### src/rtl/pwm_frac_pkg.sv
`timescale 1ns/1ps
package pwm_frac_pkg;

  // Strobes from the control unit to the datapath; at most one is set per cycle.
  typedef struct packed {
    logic start;  // begin a new period: capture inputs, zero the counters
    logic adv;    // advance the quarter-phase position by one
    logic clear;  // idle: zero everything, output low
  } pwm_strobe_t;

  // Terminal count of the prescaler for a given select code.
  function automatic logic [3:0] preLimit(input logic [1:0] sel);
    case (sel)
      2'd0:    preLimit = 4'd0;   // divide by 1
      2'd1:    preLimit = 4'd3;   // divide by 4
      default: preLimit = 4'd15;  // divide by 16
    endcase
  endfunction

endpackage

### src/rtl/pwm_frac_ctrl.sv
`timescale 1ns/1ps
module pwm_frac_ctrl
  import pwm_frac_pkg::*;
#(
  parameter int PRE_W = 4
) (
  input  logic        clk,
  input  logic        rstN,
  input  logic        en,
  input  logic [1:0]  preSel,
  input  logic        atLastPos,
  output pwm_strobe_t strb
);

  typedef enum logic {ST_IDLE, ST_RUN} ctrl_state_t;

  ctrl_state_t      state;
  logic [PRE_W-1:0] preCnt;
  logic [PRE_W-1:0] preLim;
  logic             quarterWrap;

  // A prescaled step completes when the divider reaches its limit.
  assign quarterWrap = (state == ST_RUN) && (preCnt == preLim);

  always_comb begin
    strb.clear = !en;
    strb.start = en && ((state == ST_IDLE) || (quarterWrap && atLastPos));
    strb.adv   = en && quarterWrap && !strb.start;
  end

  always_ff @(posedge clk or negedge rstN) begin
    if (!rstN) begin
      state  <= ST_IDLE;
      preCnt <= '0;
      preLim <= '0;
    end else if (!en) begin
      state  <= ST_IDLE;
      preCnt <= '0;
    end else if (strb.start) begin
      state  <= ST_RUN;
      preCnt <= '0;
      preLim <= PRE_W'(preLimit(preSel));
    end else if (state == ST_RUN) begin
      preCnt <= quarterWrap ? '0 : preCnt + 1'b1;
    end
  end

endmodule

### src/rtl/pwm_frac_datapath.sv
`timescale 1ns/1ps
module pwm_frac_datapath
  import pwm_frac_pkg::*;
#(
  parameter int TMR_W  = 8,
  parameter int FRAC_W = 2
) (
  input  logic              clk,
  input  logic              rstN,
  input  pwm_strobe_t       strb,
  input  logic [TMR_W-1:0]  periodIn,
  input  logic [TMR_W-1:0]  dutyHiIn,
  input  logic [FRAC_W-1:0] dutyLoIn,
  output logic              atLastPos,
  output logic              pwmOut
);

  localparam int POS_W = TMR_W + FRAC_W;

  logic [TMR_W-1:0]  perShadow;
  logic [POS_W-1:0]  dutyShadow;
  logic [TMR_W-1:0]  tmrCnt;
  logic [FRAC_W-1:0] subCnt;
  logic [POS_W-1:0]  nextPos;
  logic [POS_W-1:0]  dutyWord;
  logic              pwmQ;

  assign dutyWord  = {dutyHiIn, dutyLoIn};
  assign nextPos   = {tmrCnt, subCnt} + 1'b1;
  assign atLastPos = (tmrCnt == perShadow) && (subCnt == {FRAC_W{1'b1}});
  assign pwmOut    = pwmQ;

  // Configuration is captured only at a period boundary.
  always_ff @(posedge clk or negedge rstN) begin
    if (!rstN) begin
      perShadow  <= '0;
      dutyShadow <= '0;
    end else if (strb.start) begin
      perShadow  <= periodIn;
      dutyShadow <= dutyWord;
    end
  end

  // Position counters and output register.
  always_ff @(posedge clk or negedge rstN) begin
    if (!rstN) begin
      tmrCnt <= '0;
      subCnt <= '0;
      pwmQ   <= 1'b0;
    end else if (strb.clear) begin
      tmrCnt <= '0;
      subCnt <= '0;
      pwmQ   <= 1'b0;
    end else if (strb.start) begin
      tmrCnt <= '0;
      subCnt <= '0;
      pwmQ   <= (dutyWord != '0);
    end else if (strb.adv) begin
      {tmrCnt, subCnt} <= nextPos;
      if (nextPos == dutyShadow) pwmQ <= 1'b0;
    end
  end

endmodule

### src/rtl/pwm_frac_gen.sv
`timescale 1ns/1ps
module pwm_frac_gen
  import pwm_frac_pkg::*;
#(
  parameter int TMR_W  = 8,
  parameter int FRAC_W = 2,
  parameter int PRE_W  = 4
) (
  input  logic              clk,
  input  logic              rstN,
  input  logic              en,
  input  logic [TMR_W-1:0]  periodIn,
  input  logic [TMR_W-1:0]  dutyHiIn,
  input  logic [FRAC_W-1:0] dutyLoIn,
  input  logic [1:0]        preSel,
  output logic              pwmOut
);

  pwm_strobe_t strb;
  logic        atLastPos;

  pwm_frac_ctrl #(.PRE_W(PRE_W)) u_ctrl (
    .clk       (clk),
    .rstN      (rstN),
    .en        (en),
    .preSel    (preSel),
    .atLastPos (atLastPos),
    .strb      (strb)
  );

  pwm_frac_datapath #(.TMR_W(TMR_W), .FRAC_W(FRAC_W)) u_dp (
    .clk       (clk),
    .rstN      (rstN),
    .strb      (strb),
    .periodIn  (periodIn),
    .dutyHiIn  (dutyHiIn),
    .dutyLoIn  (dutyLoIn),
    .atLastPos (atLastPos),
    .pwmOut    (pwmOut)
  );

endmodule

### config.mk
export PLATFORM = sky130hd
export DESIGN_NAME = pwm_frac_gen
export DESIGN_NICKNAME = d
export VERILOG_FILES = /design/src/rtl/pwm_frac_pkg.sv /design/src/rtl/pwm_frac_ctrl.sv /design/src/rtl/pwm_frac_datapath.sv /design/src/rtl/pwm_frac_gen.sv
export SDC_FILE = /design/constraint.sdc
export NUM_CORES = 1
export LEC_CHECK = 0
export ABC_AREA = 1
export BUFFER_PORTS_ARGS = -buffer_cell sky130_fd_sc_hd__buf_2
export CAP_MARGIN = 5
export CORE_MARGIN = 5
export CORE_UTILIZATION = 46
export CTS_BUF_LIST = sky130_fd_sc_hd__clkbuf_16
export DETAILED_ROUTE_END_ITERATION = 8
export PLACE_DENSITY = 0.71
export SETUP_SLACK_MARGIN = 0.1
export SLEW_MARGIN = 0
export SYNTH_ARGS = -nofsm -noshare
export SYNTH_HDL_FRONTEND = slang
export SYNTH_SLANG_ARGS = --single-unit
export TNS_END_PERCENT = 30
### constraint.sdc
create_clock -name clk -period 1.5 [get_ports clk]
set_input_delay 0.3 -clock clk [delete_from_list [all_inputs] [get_ports clk]]
set_output_delay 0.3 -clock clk [all_outputs]
set_load 0.02 [all_outputs]
* After elaboration in Yosys (flattened, before gate mapping)
Cells that the tools add are included.
Storage, ports and cells: output and inout port bits 1, input port bits 23, register bits 38
Cells by class: add/subtract/negate cells 2, multiplexer cells 17, bitwise logic cells 1, reduce and logical (&&, ||, !) cells 12, equality and inequality tests 9
Operator list (number):
- $mux W8 | 3
- $mux W4 | 4
- $add A10 B1 Y10 const B | 1
- $eq A10 B10 Y1 | 1
- $reduce_bool A10 Y1 | 1
- $ne A3 B1 Y1 const B | 3
- $eq A8 B8 Y1 | 1
- $pmux W4 S2 | 1
- $logic_and A1 B1 Y1 | 6
- $mux W1 | 6
- $mux W2 | 3
- $add A4 B1 Y4 const B | 1
- $eq A4 B4 Y1 | 1
- $reduce_and A2 Y1 | 2
- $eq A2 B1 Y1 const B | 1
- $eq A2 B2 Y1 const B | 1
- $logic_not A2 Y1 | 1
- $ne A2 B1 Y1 const B | 1
- $logic_not A1 Y1 | 1
- $logic_or A1 B1 Y1 | 1
- $not A1 Y1 | 1

* Depth between registers and ports, before layout
depth after elaboration 10, mapped depth 13, depth with buffers taken out 13

* By module
Synthesis repeated with hierarchy kept, for this count alone.
Second synthesis, totals: cell total of the unflattened synthesis 253, area total of the unflattened synthesis 1989.4 µm²
Modules (own cells, without submodules):
- pwm_frac_datapath | cells an instance 206, area each 1609.0 µm², seq. area each 725.7 µm², instances 1
- pwm_frac_ctrl | cells an instance 47, area each 380.4 µm², seq. area each 175.2 µm², instances 1

* Least setup slack after synthesis
OpenSTA, ideal clock, no wires.
path type flip-flop to flip-flop, start reg u_dp.subCnt[0], end reg u_dp.pwmQ, in the netlist u_dp.pwmOut, arrival time 1.356 ns, stages on the path, launching flop included 13, clock period less this slack 1.473 ns, path slack 0.027 ns, data required time 1.383 ns, cell sequence dfrtp_1 > ha_1 > nand2_1 > nor2_2 > nand2_1 > nand2_2 > nand2_1 > nand2_1 > nand3_1 > nor2_1 > nand2_1 > nand2_1 > nand2_1
On the way: longest elaborated chain between the ends 9, elaborated cells between the ends (all ways) 14
RTL lines:
- start: declaration | line pwm_frac_datapath.sv:23 | logic [FRAC_W-1:0] subCnt;
- start signal: assignment | line pwm_frac_datapath.sv:59 | {tmrCnt, subCnt} <= nextPos;
- parallel branches: the longest is 9 deep, another holds $add A10 B1 Y10
- end signal: assignment | line pwm_frac_datapath.sv:57 | pwmQ <= (dutyWord != '0);
- end: declaration | line pwm_frac_datapath.sv:26 | logic pwmQ;
Several ways; the timed one is not identified. A chain may end at the register's enable or synchronous reset.

* Worst setup path in the final report
Same ends and word-level chain as after synthesis.

==> impl_metrics.json <==
{
  "antenna_found_initial": 0,
  "fp.dieArea_sq_um": 6010,
  "num_vias": 2076,
  "synth_warnings": 0,
  "clock_path_buffers": 2,
  "io_pins": 24,
  "hold_viol_final": 0,
  "synth_seq_cells": 36,
  "grt_pass1_wl_microns": 8910,
  "r2r_slack_ns": -0.20,
  "gp_congestion": 0.860,
  "hold_class": "in -> async",
  "drt_wl_total_microns": 5430,
  "rsz0062_at_grt": "true",
  "tightest_slew_ns": 0.452,
  "yosysMostFrequentCell": "nand2_1",
  "fin_crit_sh": 1.13,
  "setup.worst_path.end": "u_dp.pwmOut$_DFFE_PN0P_",
  "hold_ws_ns": 0.0501,
  "cts_tree": "done",
  "critical_path_class": "reg -> reg",
  "area_growth_pct": 35.4,
  "drt_first_pass_iters": 4,
  "synth_edf_count": 0,
  "num_rows": 24,
  "met1Wirelength_microns": 2340,
  "grt_pass1_vias": 2005,
  "drtIter0Drc": 181,
  "track_usage": 0.183,
  "avgViaCountPerCell": 5.15,
  "io_buffers": 23,
  "r2r_cells": 11,
  "switching_share": 0.279,
  "synth_cells": 300,
  "clk_latency_ns": 0.28,
  "fillers": 358,
  "drt-wirelength-per-cell_microns": 13.5,
  "synth.yosys.seq_area_share": 0.430,
  "drcViolationCount": 0,
  "multi_input_area_sq_um": 1210,
  "start_util": 0.478,
  "status": "complete, but fails checks",
  "power_frac_comb": 0.162,
  "placeableCoreArea_sq_um": 4380,
  "syn_area_per_cell_sq_um": 6.99,
  "gr-total-overflow": 0,
  "clockPowerShare": 0.393,
  "utilization": 0.648,
  "end_kind": "register",
  "p_int_mw": 1.85,
  "yosysUniqueCellTypes": 24,
  "tns_ns": -2.14,
  "yosysTopAreaCell": "dfrtp_1",
  "nets": 375,
  "seq_power_share": 0.445,
  "setup_viol": 21,
  "fin_worst_skew_ns": 0.00188,
  "cts-htree-levels": 2,
  "p_leak_nw": 1.35,
  "crit_start": "u_dp.subCnt[0]$_DFFE_PN0P_",
  "ant_nets": 0,
  "async_flop_share": 1.00,
  "critPathRequiredTime_ns": 1.68,
  "rr_startpoint": "u_dp.subCnt[0]$_DFFE_PN0P_",
  "antenna_cells": 0,
  "clkSinkCount": 36,
  "synth.top_cell.area_share": 0.430,
  "cap_violations": 0,
  "finalMaxSlewViolations": 0,
  "worst_setup_path_start_kind": "register",
  "synthTopCellsByCount": "110 x nand2_1, 50 x nand3_1, 36 x dfrtp_1",
  "fp.dieW_microns": 77.5,
  "p_per_area_nw_per_um2": 902,
  "peakVddDrop_mv": 0.783,
  "die_h_microns": 77.5,
  "syn_nets": 325,
  "highest-signal-layer": "met4",
  "power_mw": 2.56,
  "dp_hpwl_microns": 3730,
  "seq_area_sq_um": 902,
  "slew_headroom": 0.698,
  "worstPathArrival_ns": 1.87,
  "hold_buffers": 0,
  "numCtsBuffers": 5,
  "cp_max_fo": 6,
  "worstReg2RegEnd": "u_dp.pwmOut$_DFFE_PN0P_",
  "wl_met2_microns": 2660,
  "met3_length_microns": 297,
  "ys_top_cells_by_area": "dfrtp_1 43%, nand2_1 20%, nand3_1 12%",
  "grt_max_degree": 37,
  "fin_ws_ns": -0.195,
  "syn_area_sq_um": 2100,
  "drive_gt1_frac": 0.311,
  "violations": "setup timing",
  "synthFlopType": "dfrtp_1",
  "cts-root-buf": "clkbuf_16",
  "clk_pin_slew_ns": 0.05,
  "min_period_ns": 1.70,
  "p_sw_uw": 714,
  "max_freq_mhz": 590
}
==> registers in the layout, summed over array words and instances, names as in the netlist <==
register / count
u_dp.dutyShadow: 10
u_dp.pwmOut: 1
u_dp.subCnt: 2
u_dp.perShadow: 8
u_dp.tmrCnt: 8
u_ctrl.preLim: 2
u_ctrl.preCnt: 4
u_ctrl.state: 1
==> stage by stage <==
step                worst slack (ns)  instances  cell area, sq um
CTS                          -0.0893        400              2670
detailed placement            -0.156        392              2460
global route                  -0.311        403              2840
floorplan                     0.0801        300              2110
finish                        -0.195        403              2840
global placement              -0.111        392              2460
==> worst min path at each step <==
stage | startpoint | to | slack (ns)
finish | rstN | u_ctrl.preCnt[2]$_DFFE_PN0P_ | 0.05
global route | rstN | u_ctrl.preCnt[2]$_DFFE_PN0P_ | 0.10
CTS | rstN | u_ctrl.preCnt[2]$_DFFE_PN0P_ | 0.07
detailed placement | rstN | u_ctrl.preCnt[2]$_DFFE_PN0P_ | 0.37
global placement | rstN | u_ctrl.preCnt[2]$_DFFE_PN0P_ | 0.37
floorplan | rstN | u_ctrl.preCnt[0]$_DFFE_PN0P_ | 0.004
==> routing by layer <==
metal,vias up,global-route usage
li1,1045,-
met1,956,0.230
met2,63,0.308
met3,12,0.0405
met4,0,0.0636
met5,-,0
==> cell type report <==
type	count	share of cell area
well taps	52	0.0229
multi-input cells	226	0.425
inverters	26	0.0344
flip-flops and latches	36	0.318
clock buffers	5	0.0441
repair buffers	55	0.149
clock inverters	3	0.00661
==> worst max-delay path: stages, from the launching register on <==
cell      delay [ns]
dfrtp_1         0.40
ha_4            0.17
buf_6           0.12
nand2_8         0.07
nor2_4          0.15
nand3_2         0.12
nand3b_1        0.14
nand3_2         0.09
nor2_2          0.14
nand2_1         0.07
nand2_1         0.07
nand2_1         0.04
==> power groups by stage <==
stage	combinational, mW	clock (mW)	sequential, mW
finish	0.415	1.01	1.14
global route	0.466	1.06	1.15
CTS	0.376	1.02	1.13
detailed placement	0.357	0	1.14
global placement	0.350	0	1.13
floorplan	0.221	0	1.12
==> cell families after synthesis <==
group	Yosys count	synth area share
fa+ha+maj	2	0.0119
flops	36	0.430
xor+xnor	7	0.0292
buf+inv	38	0.0817
compound gates	15	0.0400
simple gates	202	0.408
==> layout by cell type, fill, tap and decap left out, types with 7 or more instances in the layout <==
master	synthesis	routed
nand3_1	50	44
inv_1	25	23
clkbuf_16	0	7
dfrtp_1	36	35
a21oi_1	9	9
nand2_1	110	88
buf_2	4	23
nor2_1	30	23
nand2_2	3	19
buf_4	2	26
==> timing repair <==
item | 4_1_cts | 5_1_grt
setup buffers | 0 | 1
cloned | 0 | 2
gates resized for setup | 22 | 30
endpoints found under the setup margin | 35 | 35
pin swaps | 4 | 12
Power figures use the tool's default switching activity.
